==> src/rtl/refseq_pkg.sv <==
package refseq_pkg;

   typedef enum logic [1:0] {
      ENG_IDLE,
      ENG_CAS,
      ENG_RAS,
      ENG_PRE
   } eng_state_t;

   typedef enum logic [1:0] {
      PH_PAUSE,
      PH_INIT,
      PH_RUN
   } phase_t;

endpackage

==> src/rtl/refseq_engine.sv <==
module refseq_engine
   import refseq_pkg::*;
#(
   parameter int CAS_LEAD_CYC = 1,
   parameter int RAS_LOW_CYC  = 5,
   parameter int RAS_PRE_CYC  = 4
) (
   input  logic clk,
   input  logic rst_n,
   input  logic go,
   input  logic cbr,
   output logic ras_n,
   output logic cas_n,
   output logic busy,
   output logic done
);
   localparam int MAXC = (RAS_LOW_CYC > RAS_PRE_CYC) ?
                         ((RAS_LOW_CYC > CAS_LEAD_CYC) ? RAS_LOW_CYC : CAS_LEAD_CYC) :
                         ((RAS_PRE_CYC > CAS_LEAD_CYC) ? RAS_PRE_CYC : CAS_LEAD_CYC);
   localparam int CW = $clog2(MAXC + 1);

   eng_state_t      st;
   logic [CW-1:0]   cnt;
   logic            cbr_q;

   always_ff @(posedge clk or negedge rst_n) begin
      if (!rst_n) begin
         st    <= ENG_IDLE;
         cnt   <= '0;
         cbr_q <= 1'b0;
      end else begin
         case (st)
            ENG_IDLE: if (go) begin
               cbr_q <= cbr;
               if (cbr) begin
                  st  <= ENG_CAS;
                  cnt <= CW'(CAS_LEAD_CYC - 1);
               end else begin
                  st  <= ENG_RAS;
                  cnt <= CW'(RAS_LOW_CYC - 1);
               end
            end
            ENG_CAS: if (cnt == '0) begin
               st  <= ENG_RAS;
               cnt <= CW'(RAS_LOW_CYC - 1);
            end else cnt <= cnt - 1'b1;
            ENG_RAS: if (cnt == '0) begin
               st  <= ENG_PRE;
               cnt <= CW'(RAS_PRE_CYC - 1);
            end else cnt <= cnt - 1'b1;
            default: if (cnt == '0) st <= ENG_IDLE;
                     else cnt <= cnt - 1'b1;
         endcase
      end
   end

   assign ras_n = (st != ENG_RAS);
   assign cas_n = !((st == ENG_CAS) || ((st == ENG_RAS) && cbr_q));
   assign busy  = (st != ENG_IDLE);
   assign done  = (st == ENG_PRE) && (cnt == '0);

   // run-length counters used only by the checks below
   logic [CW:0] low_run, hi_run;
   logic        seen_low;
   always_ff @(posedge clk or negedge rst_n) begin
      if (!rst_n) begin
         low_run  <= '0;
         hi_run   <= '0;
         seen_low <= 1'b0;
      end else begin
         low_run <= ras_n ? '0 : low_run + 1'b1;
         hi_run  <= (!ras_n) ? '0 : ((hi_run == '1) ? hi_run : hi_run + 1'b1);
         if (!ras_n) seen_low <= 1'b1;
      end
   end

   assert_cas_leads_ras_R4: assert property (@(posedge clk) disable iff (!rst_n)
      ($fell(ras_n) && !cas_n) |-> !$past(cas_n));
   assert_ras_width_R5: assert property (@(posedge clk) disable iff (!rst_n)
      $rose(ras_n) |-> (low_run == (CW+1)'(RAS_LOW_CYC)));
   assert_precharge_R6: assert property (@(posedge clk) disable iff (!rst_n)
      ($fell(ras_n) && seen_low) |-> (hi_run >= (CW+1)'(RAS_PRE_CYC)));
endmodule

==> src/rtl/refseq_credit.sv <==
module refseq_credit #(
   parameter int INTERVAL_CYC = 1560,
   parameter int PEND_MAX     = 8
) (
   input  logic clk,
   input  logic rst_n,
   input  logic en,
   input  logic take,
   output logic pend_nz
);
   localparam int TW  = $clog2(INTERVAL_CYC + 1);
   localparam int PDW = $clog2(PEND_MAX + 1);

   logic [TW-1:0]  tmr;
   logic [PDW-1:0] pend;
   logic           tick;

   assign tick = en && (tmr == TW'(INTERVAL_CYC - 1));

   always_ff @(posedge clk or negedge rst_n) begin
      if (!rst_n)      tmr <= '0;
      else if (!en)    tmr <= '0;
      else if (tick)   tmr <= '0;
      else             tmr <= tmr + 1'b1;
   end

   always_ff @(posedge clk or negedge rst_n) begin
      if (!rst_n) pend <= '0;
      else begin
         case ({tick, take})
            2'b10:   if (pend < PDW'(PEND_MAX)) pend <= pend + 1'b1;
            2'b01:   pend <= pend - 1'b1;
            default: pend <= pend;
         endcase
      end
   end

   assign pend_nz = (pend != '0);

   assert_pend_bound_R8: assert property (@(posedge clk) disable iff (!rst_n)
      pend <= PDW'(PEND_MAX));
   assert_take_has_credit_R8: assert property (@(posedge clk) disable iff (!rst_n)
      take |-> pend_nz);
endmodule

==> src/rtl/refresh_init_seq.sv <==
module refresh_init_seq
   import refseq_pkg::*;
#(
   parameter int PAUSE_CYC    = 20000,
   parameter int INIT_CYCLES  = 8,
   parameter int INTERVAL_CYC = 1560,
   parameter int CAS_LEAD_CYC = 1,
   parameter int RAS_LOW_CYC  = 5,
   parameter int RAS_PRE_CYC  = 4,
   parameter int PEND_MAX     = 8
) (
   input  logic clk,
   input  logic rst_n,
   input  logic ref_gnt,
   output logic ref_req,
   output logic init_done,
   output logic strobe_own,
   output logic ras_n,
   output logic lcas_n,
   output logic ucas_n,
   output logic we_n,
   output logic oe_n
);
   localparam int PW = $clog2(PAUSE_CYC + 1);
   localparam int IW = $clog2(INIT_CYCLES + 1);
   localparam int SEQ_CYC = CAS_LEAD_CYC + RAS_LOW_CYC + RAS_PRE_CYC + 1;

   generate
      if (PAUSE_CYC < 1 || INIT_CYCLES < 1 || PEND_MAX < 1)
         begin : g_bad_count $error("counts must be at least 1"); end
      if (CAS_LEAD_CYC < 1 || RAS_LOW_CYC < 1 || RAS_PRE_CYC < 1)
         begin : g_bad_strobe $error("strobe timings must be at least 1"); end
      if (INTERVAL_CYC <= SEQ_CYC)
         begin : g_bad_interval $error("interval shorter than one refresh"); end
   endgenerate

   phase_t         ph;
   logic [PW-1:0]  pause_cnt;
   logic [IW-1:0]  issued;
   logic           go, eng_ras_n, eng_cas_n, eng_busy, eng_done, pend_nz;

   assign go = !eng_busy &&
               (((ph == PH_INIT) && (issued < IW'(INIT_CYCLES))) ||
                ((ph == PH_RUN) && pend_nz && ref_gnt));

   always_ff @(posedge clk or negedge rst_n) begin
      if (!rst_n) begin
         ph        <= PH_PAUSE;
         pause_cnt <= '0;
         issued    <= '0;
      end else begin
         case (ph)
            PH_PAUSE: if (pause_cnt == PW'(PAUSE_CYC - 1)) ph <= PH_INIT;
                      else pause_cnt <= pause_cnt + 1'b1;
            PH_INIT: begin
               if (go) issued <= issued + 1'b1;
               if (!eng_busy && (issued == IW'(INIT_CYCLES))) ph <= PH_RUN;
            end
            default: ph <= PH_RUN;
         endcase
      end
   end

   refseq_engine #(
      .CAS_LEAD_CYC(CAS_LEAD_CYC),
      .RAS_LOW_CYC (RAS_LOW_CYC),
      .RAS_PRE_CYC (RAS_PRE_CYC)
   ) u_engine (
      .clk  (clk),
      .rst_n(rst_n),
      .go   (go),
      .cbr  (ph == PH_RUN),
      .ras_n(eng_ras_n),
      .cas_n(eng_cas_n),
      .busy (eng_busy),
      .done (eng_done)
   );

   refseq_credit #(
      .INTERVAL_CYC(INTERVAL_CYC),
      .PEND_MAX    (PEND_MAX)
   ) u_credit (
      .clk    (clk),
      .rst_n  (rst_n),
      .en     (ph == PH_RUN),
      .take   (eng_done && (ph == PH_RUN)),
      .pend_nz(pend_nz)
   );

   assign init_done  = (ph == PH_RUN);
   assign ref_req    = init_done && pend_nz;
   assign strobe_own = !init_done || eng_busy;
   assign ras_n      = eng_ras_n;
   assign lcas_n     = eng_cas_n;
   assign ucas_n     = eng_cas_n;
   assign we_n       = 1'b1;
   assign oe_n       = 1'b1;

   assert_quiet_pause_R1: assert property (@(posedge clk) disable iff (!rst_n)
      (ph == PH_PAUSE) |-> (eng_ras_n && eng_cas_n));
   assert_done_sticky_R2: assert property (@(posedge clk) disable iff (!rst_n)
      init_done |=> init_done);
   assert_init_no_cas_R2: assert property (@(posedge clk) disable iff (!rst_n)
      (!init_done && !eng_ras_n) |-> eng_cas_n);
   assert_grant_first_R7: assert property (@(posedge clk) disable iff (!rst_n)
      (init_done && $fell(eng_cas_n)) |-> $past(ref_gnt));
   assert_own_in_pulse_R10: assert property (@(posedge clk) disable iff (!rst_n)
      !eng_ras_n |-> strobe_own);
endmodule

==> config.mk <==
export PLATFORM = sky130hd
export DESIGN_NAME = refresh_init_seq
export DESIGN_NICKNAME = d
export VERILOG_FILES = /design/src/rtl/refseq_pkg.sv /design/src/rtl/refseq_engine.sv /design/src/rtl/refseq_credit.sv /design/src/rtl/refresh_init_seq.sv
export SDC_FILE = /design/constraint.sdc
export NUM_CORES = 1
export LEC_CHECK = 0
export ABC_AREA = 1
export CAP_MARGIN = 20
export CORE_MARGIN = 8
export CORE_UTILIZATION = 55
export DETAILED_ROUTE_END_ITERATION = 7
export MAX_ROUTING_LAYER = met4
export PLACE_DENSITY = 0.73
export SLEW_MARGIN = 20
export SYNTH_ARGS = -nofsm -noshare
export SYNTH_HDL_FRONTEND = slang
export SYNTH_SLANG_ARGS = --single-unit
==> constraint.sdc <==
create_clock -name clk -period 4.3 [get_ports clk]
set_clock_uncertainty 0.1 [all_clocks]
set_input_delay 0.86 -clock clk [delete_from_list [all_inputs] [get_ports clk]]
set_output_delay 0.86 -clock clk [all_outputs]
set_load 0.005 [all_outputs]
==> results of run 1 <==
registers in the layout, summed over array words and instances, names as in the netlist:
signal          cells
pause_cnt          15
u_credit.tmr       11
issued              4
u_credit.pend       4
u_engine.cnt        3
ph                  2
u_engine.st         2
u_engine.cbr_q      1
cells in the mapped netlist (all sizes together):
| cell | instances | share of area |
|---|---|---|
| xor2 | 17 | 0.057 |
| a21o | 1 | 0.0029 |
| a21oi | 5 | 0.0096 |
| nor2 | 30 | 0.055 |
| o211ai | 1 | 0.0029 |
| nor4 | 3 | 0.013 |
| o21bai | 1 | 0.0029 |
| a211oi | 1 | 0.0029 |
| nand3 | 21 | 0.055 |
| a31oi | 2 | 0.0048 |
| dfrtp | 42 | 0.40 |
| xnor2 | 2 | 0.0067 |
| buf | 4 | 0.013 |
| a41oi | 1 | 0.0034 |
| nand4 | 6 | 0.014 |
| nor3 | 8 | 0.021 |
| nand2 | 76 | 0.12 |
| or2 | 1 | 0.0034 |
| conb | 1 | 0.0014 |
| ha | 12 | 0.057 |
| o21ai | 28 | 0.065 |
| nor3b | 1 | 0.0048 |
| inv | 53 | 0.077 |
where the power goes:
| group | total (W) | leakage [nW] | internal, W | switching [W] |
|---|---|---|---|---|
| Clock | 0.000263 | 0.0472 | 0.000129 | 0.000134 |
| Combinational | 0.00000915 | 0.706 | 0.00000113 | 0.00000802 |
| Sequential | 0.000395 | 0.557 | 0.000395 | 0 |
routing by layer:
metal | part of all wire | GRT usage | up-vias | wire (um)
li1 | - | - | 1023 | -
met1 | 0.48 | 0.1773 | 946 | 2219
met2 | 0.49 | 0.2548 | 13 | 2289
met3 | 0.021 | 0.02896 | 2 | 95
met4 | 0.0045 | 0.02913 | 0 | 21
met5 | 0 | - | - | 0
worst max path at each step:
stage,endpoint,cells past startpoint
6_report,ucas_n,4
5_1_grt,ucas_n,4
4_1_cts,ucas_n,4
3_5_place_dp,ucas_n,4
3_3_place_gp,lcas_n,4
2_1_floorplan,ucas_n,4
kinds of logic (layout without fill, tap and decap cells):
logic type / after synthesis / after routing / share of synthesized area
buf+inv: 57 / 69 / 0.09008
other cells: 1 / 2 / 0.001436
simple gates: 146 / 146 / 0.2904
fa+ha+maj: 12 / 12 / 0.05750
flops: 42 / 42 / 0.4025
compound gates: 40 / 40 / 0.09440
xor+xnor: 19 / 19 / 0.06373
through the flow:
stage	power (W)	util	hold slack, ns	cell area (um^2)	cells
global placement	0.0004123	0.5844	0.3802	2724	376
finish	0.0006666	0.6048	0.4084	2819	384
detailed placement	0.0004124	0.5844	0.3896	2724	376
floorplan	0.0004043	-	0.3533	2615	318
global route	0.0006937	0.6048	0.4418	2819	384
CTS	0.0006768	0.6048	0.4094	2819	384
worst min-delay path, delay by kind of cell, from the launching register on:
kind / cells / cell delay [ns]
AND/OR/NAND/NOR: 1 / 0.05
flip-flops: 1 / 0.35
AO/OA/AOI/OAI: 1 / 0.07
area by class of cell:
| class | instances | share of cell area |
|---|---|---|
| timing repair buffer | 8 | 0.02663 |
| inverter | 53 | 0.07146 |
| clock buffer | 6 | 0.02929 |
| multi-input combinational | 219 | 0.4714 |
| tap | 54 | 0.02397 |
| sequential | 42 | 0.3728 |
| clock inverter | 2 | 0.004439 |
cell usage in the layout (no fill, tap or decap), types with 2 or more instances in the layout:
cell	n
inv_2	8
nand2_2	7
nand3_2	5
nor3_2	3
nor2_2	3
nor2_4	3
nor2_1	24
xor2_1	17
clkbuf_8	6
nand3_1	15
ha_1	12
o21ai_2	5
nand4_1	6
o21ai_0	13
nor4_1	2
a31oi_1	2
clkdlybuf4s50_1	7
nand2_4	3
o21ai_1	9
nor3_1	5
xnor2_1	2
nand2_1	66
dfrtp_1	42
inv_1	44
a21oi_1	5
conb_1	2
==> results.ini, run 1 <==
[critical_path]
crit_start = u_engine.st[1]
cp_top_family = buffers and inverters
start_kind = flip-flop
cp_num_buf_inv = 2
reg2reg_from = u_engine.cnt[0]
required_ns = 3.34
max_stage_delay_ns = 0.55
critPathArrivalTime_ns = 1.78
cp-end-kind = output port
worstPathCellList = inv_1 > ha_1 > a21oi_1 > clkdlybuf4s50_1
r2r-end = u_credit.pend[2]
crit_slowest_cell = clkdlybuf4s50_1
cp_max_fo = 6
rrSetupSlack_ns = 2.28
path_class = flip-flop to output port
rr_worst_depth = 15

[synth]
synthCells = 317
ys_seq_area_frac = 0.4025
synth_area_mm2 = 0.002611
synth.avg_cell_area_um2 = 8.237
ys_warn_count = 0
ys_seq_elements = 42
synth.distinct_cells = 37

[finish]
drive_gt1_frac = 0.1576
nets = 344
regArea_mm2 = 0.001051
antenna_cells = 0
area_growth_syn_to_layout_pct = 7.954
fillers = 416
multi_input_area_mm2 = 0.001329

[detailed_routing]
num_vias = 1984
viasPerCell = 5.167
final_antenna_net_count = 0
firstDrtPassIters = 4
drc = 0
wl_um = 4625
first_iter_violations = 69
wl_per_cell_um = 12.04

[timing]
fmax_mhz = 365.1
final.setup.tns_ns = 0
hold_violations = 0
setup_slack_ns = 1.561
final.period_utilization = 0.6370
grt_setup_unrepaired = no
max_slew_margin = 0.3830
fin_crit_ns = 2.739
drv_slew = 0
final-setup-viol-count = 0
worst_pin_slew_ns = 0.9255

[cts]
root_buffer = clkbuf_8
cts_setup_buffers = 0
cts_buffers = 5
cts_htree_levels = 2
cts-resized-gates = 0
cts_tree = built
insertion_delay_ns = 0.28
cts_max_path_buffers = 2
postCtsHoldBufs = 0
clkSinkCount = 42
clk_pin_slew_worst_paths_ns = 0.08

[global_route]
grt_pass1_vias = 2071
antenna_found_initial = 0
gr-usage-all-layers = 0.1486
grt.overflow.total = 0
grt_pass1_wl_um = 8825
grt_start_max_net_pins = 43

[die]
die_w_um = 84.91
initial_core_util = 0.5603
num_rows = 25
coreArea_mm2 = 0.004661
die_area_mm2 = 0.007209
pin_count = 11
die_height_um = 84.91

[placed_design]
pre_cts_ws_ns = 1.874
io_buffer_count = 8
dp.final_hpwl_um = 3547
place_congestion = 0.9072

[hold_path]
hold_class = flip-flop to flip-flop
worst_hold_startpoint = u_engine.cnt[1]
hold-path-endpoint = u_engine.cnt[1]
hold_path_depth = 2

[run]
maxCapViolCount = 0

[pwr]
p_per_area_mw_per_mm2 = 236.5
irDropWorstVdd_v = 0.0002929
p_leak_nw = 1.311

[outcome]
outcome = complete, no violations

No activity file was read; power rests on OpenSTA's default activity.
==> run 2, diff against run 1 <==
Clock period 4.3 ns to 2.8 ns, I/O delays scaled along.
==> run 2 against run 1 <==
Against the previous run:
- critical path depth unchanged
- sequential share of layout area down 0.20 points
- sequential power up 53%
- non-clock buffer count unchanged
- count of clock-buffer cells in the layout unchanged
- hold slack worse by 0.11 ns
- sequential cell count unchanged
- cell count unchanged
- critical path type unchanged
- largest power group unchanged
==> results.ini, run 2 (synthesis gave the netlist of run 1 again) <==
[die]
coreArea_mm2 = 0.004661  ; unchanged
pin_count = 11  ; unchanged
die_w_um = 84.91  ; unchanged
initial_core_util = 0.5603  ; unchanged
num_rows = 25  ; unchanged
die_area_mm2 = 0.007209  ; unchanged
die_height_um = 84.91  ; unchanged

[finish]
final_common_cell = nand2_1
regArea_mm2 = 0.001051  ; unchanged
top_regs = pause_cnt: 15 flops, u_credit.tmr: 11 flops
antenna_cells = 0  ; unchanged
fillers = 417  ; +0.24%
largest_reg_flops = 15  ; unchanged
regMostFlops = pause_cnt
nets = 344  ; unchanged
multi_input_area_mm2 = 0.001329  ; unchanged
final_cell_area_mm2 = 0.002834  ; +0.53%
area_growth_syn_to_layout_pct = 8.529
final_cell_count_no_fill = 384  ; unchanged
drive_gt1_frac = 0.1545  ; -0.003030
layout_common_cells = nand2_1, inv_1, dfrtp_1

[critical_path]
worstPathCellList = inv_1 > ha_1 > a21oi_1 > clkdlybuf4s50_1
cp_num_buf_inv = 2  ; unchanged
start_kind = flip-flop
required_ns = 2.14  ; -1.20 ns
path_class = flip-flop to output port
crit_slowest_cell = clkdlybuf4s50_1
max_stage_delay_ns = 0.57  ; +0.02 ns
cp_top_family = buffers and inverters
critPathArrivalTime_ns = 1.82  ; +0.04 ns
cp_max_fo = 6  ; unchanged
cp-end-kind = output port

[global_route]
gr-usage-all-layers = 0.1480  ; -0.0006213
antenna_found_initial = 0  ; unchanged
global_route.usage.met1 = 0.1728  ; -0.004529
grtUsageMet3 = 0.03668  ; +0.007722
met2_usage = 0.2362  ; -0.01861
grt_pass1_wl_um = 8487  ; -3.8%
grt_pass1_vias = 2005  ; -3.2%
grt.busiest_layer = met2
grt_start_max_net_pins = 43  ; unchanged
grt.overflow.total = 0  ; unchanged

[detailed_routing]
drc = 0  ; unchanged
first_iter_violations = 100  ; +45%
wl_per_cell_um = 12.09  ; +0.39%
num_vias = 1978  ; -0.30%
wl_um = 4643  ; +0.39%
final_antenna_net_count = 0  ; unchanged
viasPerCell = 5.151  ; -0.30%
firstDrtPassIters = 4  ; unchanged

[timing]
final.period_utilization = 0.8856
final.setup.tns_ns = 0  ; unchanged
fmax_mhz = 403.3
final-setup-viol-count = 0  ; unchanged
worst_pin_slew_ns = 0.9445  ; +0.01904 ns
max_slew_margin = 0.3703  ; -0.01269
setup_slack_ns = 0.3202  ; -1.241 ns
fin_crit_ns = 2.480
grt_setup_unrepaired = no
holdWs_ns = 0.2966  ; -0.1117 ns
hold_violations = 0  ; unchanged
drv_slew = 0  ; unchanged

[placed_design]
pre_cts_ws_ns = 0.6780  ; -1.196 ns
dp_cells = 376  ; unchanged
place_area_mm2 = 0.002724  ; unchanged
place_congestion = 0.8880  ; -2.1%
dp.final_hpwl_um = 3477  ; -2.0%
io_buffer_count = 8  ; unchanged

[cts]
clkSinkCount = 42  ; unchanged
postCtsHoldBufs = 0  ; unchanged
cts_max_path_buffers = 2  ; unchanged
cts_buffers = 5  ; unchanged
root_buffer = clkbuf_8
insertion_delay_ns = 0.30  ; +0.02 ns
cts_tree = built
cts_setup_buffers = 0  ; unchanged
cts_htree_levels = 2  ; unchanged
clk_pin_slew_worst_paths_ns = 0.08  ; about the same
cts-resized-gates = 0  ; unchanged

[pwr]
internal-power_w = 0.0008736  ; +66%
swShare = 0.2049  ; -0.007808
netSwitchingPower_w = 0.0002252  ; +59%
p_per_area_mw_per_mm2 = 387.7  ; +64%
p_seq_frac = 0.551  ; -0.041
irDropWorstVdd_v = 0.0002490  ; -15%
power_frac_comb = 0.013  ; about the same
p_leak_nw = 1.315  ; +0.32%
clockPowerShare = 0.436  ; +0.042

[outcome]
outcome = complete, no violations

[run]
maxCapViolCount = 0  ; unchanged

[hold_path]
hold_class = primary input to async pin

==> run 2: cell types whose count changed in the layout (fill, tap and decap cells not counted), sizes merged <==
cell    previous run  this run
bufinv             0         1
clkinv             1         0
==> run 2: power by group through the flow <==
stage | clock (W) | combinational [W] | sequential (W)
6_report | 0.000479 | 0.0000142 | 0.000606
5_1_grt | 0.000517 | 0.0000170 | 0.000606
4_1_cts | 0.000497 | 0.0000152 | 0.000606
3_5_place_dp | 0 | 0.0000153 | 0.000618
3_3_place_gp | 0 | 0.0000150 | 0.000618
2_1_floorplan | 0 | 0.00000262 | 0.000618
==> run 2: cell type report <==
cell class                      count  area share
Tap cell                           54     0.02384
Sequential cell                    42      0.3709
Multi-Input combinational cell    219      0.4689
Clock buffer                        6     0.02561
Inverter                           53     0.07108
Clock inverter                      2     0.01325
Timing Repair Buffer                8     0.02649
==> run 2: per-stage QoR <==
step,total power [W],util
3_5_place_dp,0.0006333,0.5844
6_report,0.001099,0.6081
4_1_cts,0.001118,0.6081
2_1_floorplan,0.0006208,-
3_3_place_gp,0.0006330,0.5844
5_1_grt,0.001140,0.6081
==> run 2: path summary, 6_finish.rpt <==
check / slack [ns] / startpoint / end / depth (start not counted)
setup / recovery: 0.32 / u_engine.st[1] / ucas_n / 4
setup reg to reg: 0.77 / u_engine.cnt[0] / u_credit.pend[2] / 15
min in group clk: 0.41 / u_engine.cnt[1] / u_engine.cnt[1] / 2
hold reg to reg: 0.41 / u_engine.cnt[1] / u_engine.cnt[1] / 2
max in group asynchronous: 1.71 / rst_n / u_engine.st[1] / 1
hold / removal: 0.30 / rst_n / u_credit.tmr[1] / 1
==> run 2: layer usage <==
metal  wire, um  vias up
met2       2244       27
li1           -     1023
met5          0        -
met3        129        7
met4         95        0
met1       2174      921
